--- src/rtl/tdm_fir8.sv ---
module tdm_fir8 #(
  parameter int DW = 18
) (
  input  logic                     clk,
  input  logic                     rst,
  input  logic                     ce,
  input  logic signed [DW-1:0]     din,
  output logic                     ready,
  output logic signed [DW+20:0]    dout,
  output logic                     dout_vld
);
  localparam int TAPS = 8;
  localparam int HALF = TAPS / 2;
  localparam int CW   = 18;
  localparam int PW   = DW + CW;
  localparam int SW   = PW + $clog2(HALF);
  localparam int RW   = SW + 1;
  localparam int COEF [TAPS] = '{131071, -131072, 100000, -77777, 54321, -12345, 2047, -131072};

  logic                 ph;
  logic                 started;
  logic signed [DW-1:0] tap [TAPS];
  logic signed [DW-1:0] tsel [HALF];
  logic signed [CW-1:0] csel [HALF];
  logic signed [PW-1:0] prod [HALF];
  logic signed [SW-1:0] half_sum;
  logic signed [SW-1:0] part_q;
  logic signed [RW-1:0] res_q;
  logic                 vld_q;

  assign ready    = ~ph;
  assign dout     = res_q;
  assign dout_vld = vld_q;

  for (genvar k = 0; k < HALF; k++) begin : g_mul
    localparam logic signed [CW-1:0] CLO = CW'(COEF[k]);
    localparam logic signed [CW-1:0] CHI = CW'(COEF[k+HALF]);
    assign tsel[k] = ph ? tap[k] : tap[k+HALF];
    assign csel[k] = ph ? CLO : CHI;
    assign prod[k] = tsel[k] * csel[k];
  end

  always_comb begin
    half_sum = '0;
    for (int k = 0; k < HALF; k++)
      half_sum = half_sum + {{(SW-PW){prod[k][PW-1]}}, prod[k]};
  end

  always_ff @(posedge clk) begin
    if (rst) begin
      ph      <= 1'b0;
      started <= 1'b0;
      part_q  <= '0;
      res_q   <= '0;
      vld_q   <= 1'b0;
      for (int i = 0; i < TAPS; i++) tap[i] <= '0;
    end else if (ce) begin
      ph    <= ~ph;
      vld_q <= ~ph & started;
      if (!ph) begin
        tap[0]  <= din;
        for (int i = 1; i < TAPS; i++) tap[i] <= tap[i-1];
        started <= 1'b1;
        if (started)
          res_q <= {part_q[SW-1], part_q} + {half_sum[SW-1], half_sum};
      end else begin
        part_q <= half_sum;
      end
    end
  end

  assert_ready_toggles_R2: assert property (@(posedge clk) disable iff (rst)
    ce |=> (ready != $past(ready)));
  assert_vld_one_cycle_R4: assert property (@(posedge clk) disable iff (rst)
    (ce && dout_vld) |=> !dout_vld);
  assert_vld_not_in_accept_R4: assert property (@(posedge clk) disable iff (rst)
    dout_vld |-> !ready);
  assert_dout_moves_with_vld_R4: assert property (@(posedge clk) disable iff (rst)
    !dout_vld |-> $stable(dout));
  assert_stall_holds_R6: assert property (@(posedge clk) disable iff (rst)
    !ce |=> ($stable(dout) && $stable(ready) && $stable(dout_vld)));
  assert_no_early_vld_R5: assert property (@(posedge clk) disable iff (rst)
    !started |=> !dout_vld);
endmodule

--- config.mk ---
export PLATFORM = sky130hd
export DESIGN_NAME = tdm_fir8
export DESIGN_NICKNAME = d
export VERILOG_FILES = /design/src/rtl/tdm_fir8.sv
export SDC_FILE = /design/constraint.sdc
export NUM_CORES = 2
export LEC_CHECK = 0
export BUFFER_PORTS_ARGS = -buffer_cell sky130_fd_sc_hd__buf_2
export CORE_MARGIN = 2
export CORE_UTILIZATION = 60
export DETAILED_ROUTE_END_ITERATION = 12
export GPL_TIMING_DRIVEN = 1
export HOLD_SLACK_MARGIN = 0.08
export PLACE_DENSITY = 0.76
export SYNTH_ARGS = -nofsm -noshare
export SYNTH_HDL_FRONTEND = slang
export SYNTH_SLANG_ARGS = --single-unit
--- constraint.sdc ---
create_clock -name clk -period 16.5 [get_ports clk]
set_clock_uncertainty 0.15 [all_clocks]
set_input_delay 1.65 -clock clk [delete_from_list [all_inputs] [get_ports clk]]
set_output_delay 1.65 -clock clk [all_outputs]
set_load 0.02 [all_outputs]
==> results.md <==
- Status: complete, no violations
- Worst-margin pin slew: 1200 ps
- Slew Limit Fails: 0
- Area leader, netlist: fa_1
- Dpl cells: 5,176
- Via count: 28,700
- Layout cells sized above 1: 4.23%
- Post-synthesis sequential area ratio: 13.8%
- Initial core utilization: 60.4%
- Critical path launch point type: flop
- Area growth syn-to-layout: 5.33%
- Hpwl dp: 94.7 mm
- Die Span Y: 272 um
- Ys flop type: edfxtp_1
- Routed wire per std cell: 21.1 um
- PostCTS Resize Cnt: 0
- Warnings, synthesis: 0
- Async S/R FF share, synth: 0%
- CTS sink cnt: 224
- Avg Cell Area, Syn: 10.2 sq um
- Largest net degree at the start of global routing: 109
- #FFs+latches synth: 224
- Post-CTS setup buffers: 0
- Fmax: 76.3 MHz
- Crit path max fanout: 48
- Initial antenna violation count: 1
- GPL Wtd Cong: 1.02
- Pre-antenna DRT Iters: 5
- Clk root buf: clkbuf_16
- Crit path largest cell delay: 810 ps
- Met3 GRT Util: 4.33%
- Syn Std Cell Area: 0.0429 sq mm
- RSZ-0062 raised after global routing: false
- IO buf count: 61
- Area fraction of the dominant cell type after synthesis: 42.6%
- Maxcap violations: 0
- I/O pin cnt: 62
- Global-route layer with the greatest usage: met2
- Max_slew headroom: 20.0%
- Clock latency on the worst-skew pair: 590 ps
- Final ANT Viol Nets: 0
- Crit path max-delay cell type: dfxtp_4
- Cell repeated most along the worst path: fa_1
- DIE AREA: 0.0737 sq mm
- TritonCTS clock tree: done
- Met1 usage: 41.9%
- Synth Instances: 4,226
- Met2 usage: 50.5%
- Number of global-route vias before repair: 30,500
- Final Hold Viols: 0
- GR Overflow Total: 0
- Final Cycle Share: 79.4%
- Iter 0 DRT Violations: 2,313
- Layout filler cell count: 5,837
- Most frequent cells in the layout: inv_1, fa_1, ha_1
- DRC: 0
- Inserted Clock Buffers: 28
- Post-Route WL: 110 mm
- Final setup violation count: 0
- Htree depth: 1
- Gr usage total: 31.3%
- WP data required: 16,830 ps
- CTS Hold Bufs: 0
- Setup CP Type: flop to flop
- First-pass GRT wire length: 174 mm
- Worst min-delay path category: flop to flop
- Width of the die: 272 um
- Fin crit period: 13,110 ps
- Routed vias/inst: 5.49
- Area contributors post-synth: fa_1, ha_1, inv_1
- Setup TNS: 0 ps
- Area of the core: 0.0711 sq mm
- Non-Filler Instances: 5,226
- Clock transition at path regs: 60 ps
- Number of synthesized flops with an enable pin: 144
- Register area: 0.00593 sq mm
- # rows: 98
- Area of the multi-input gates: 0.0320 sq mm
- WP data arrival: 13,430 ps
- CTS max path bufs: 3
- Most common cell after layout, fill and taps aside: inv_1
- Nets: 5,716
- Synth unique cells: 76
- CP Capture Type: flop
## sequential cells by signal, indices dropped and copies added (netlist names)
signal and count:
tap 144, dout 39, part_q 38, dout_vld 1, ph 1, started 1
## Yosys cell counts, drive strengths merged, types with 8 or more instances
| cell | number |
|---|---|
| a211oi | 19 |
| a21boi | 8 |
| a21o | 47 |
| a21oi | 177 |
| a31oi | 16 |
| and2 | 31 |
| and3 | 126 |
| buf | 11 |
| clkbuf | 77 |
| dfxtp | 80 |
| edfxtp | 144 |
| fa | 913 |
| ha | 526 |
| inv | 1256 |
| nand2 | 236 |
| nand3 | 40 |
| nand4 | 9 |
| nor2 | 91 |
| nor2b | 60 |
| nor3 | 27 |
| o211ai | 10 |
| o21a | 19 |
| o21ai | 64 |
| o21bai | 13 |
| o31a | 8 |
| o31ai | 11 |
| or2 | 20 |
| xnor2 | 82 |
| xor2 | 30 |
## cell families after synthesis
| group | after synthesis | share of synthesized area (%) |
|---|---|---|
| flops | 224 | 13.8 |
| compound gates | 427 | 6.35 |
| other cells | 2 | 0.0175 |
| xor+xnor | 112 | 2.28 |
| buf+inv | 1344 | 11.8 |
| mux | 5 | 0.128 |
| fa+ha+maj | 1439 | 57.9 |
| simple gates | 673 | 7.79 |
## worst paths after layout
path / end / slack [ps] / cells past startpoint / startpoint
worst max-delay path: dout[36] / 3390 / 43 / ph
worst min-delay path: dout[24] / 300 / 2 / dout[24]
worst max register to register: dout[36] / 3390 / 43 / ph
worst min register to register: dout[24] / 300 / 2 / dout[24]
## metal layers
metal / up-vias / wire length (um)
met1: 14500 / 43600
met3: 239 / 7250
met2: 1008 / 52500
met4: 0 / 6850
met5: - / 0
li1: 12900 / -
## worst max-delay path, delay by kind of cell, from the launching register on
family | cells | cell delay (ps)
xor gates and xnor gates | 2 | 250
AOI/OAI and AO/OA | 8 | 2190
DFF | 1 | 810
and+or+nand+nor | 14 | 2850
buffers and inverters | 5 | 270
adders and majority gates | 14 | 6430
## cell type report
| type | instances | share of cell area, % |
|---|---|---|
| sequential | 224 | 13.1 |
| inverter | 1256 | 10.4 |
| clock inverter | 14 | 0.232 |
| tap | 950 | 2.63 |
| multi-input combinational | 2659 | 70.7 |
| antenna | 1 | 0.00553 |
| timing repair buffer | 87 | 1.11 |
| clock buffer | 35 | 1.77 |
## metrics by stage
| step | utilization, % | hold WS, ps | worst slack (ps) | instance area [sq um] |
|---|---|---|---|---|
| floorplan | - | 291 | 4700 | 43000 |
| global placement | 62.3 | 287 | 3790 | 44300 |
| detailed placement | 62.3 | 291 | 3600 | 44300 |
| CTS | 63.6 | 300 | 3570 | 45200 |
| global route | 63.6 | 325 | 2750 | 45200 |
| finish | 63.6 | 295 | 3390 | 45200 |
Power is left out: the tool's default activity adds up to more than one toggle a clock period on the data nets, which glitch-free logic cannot reach.
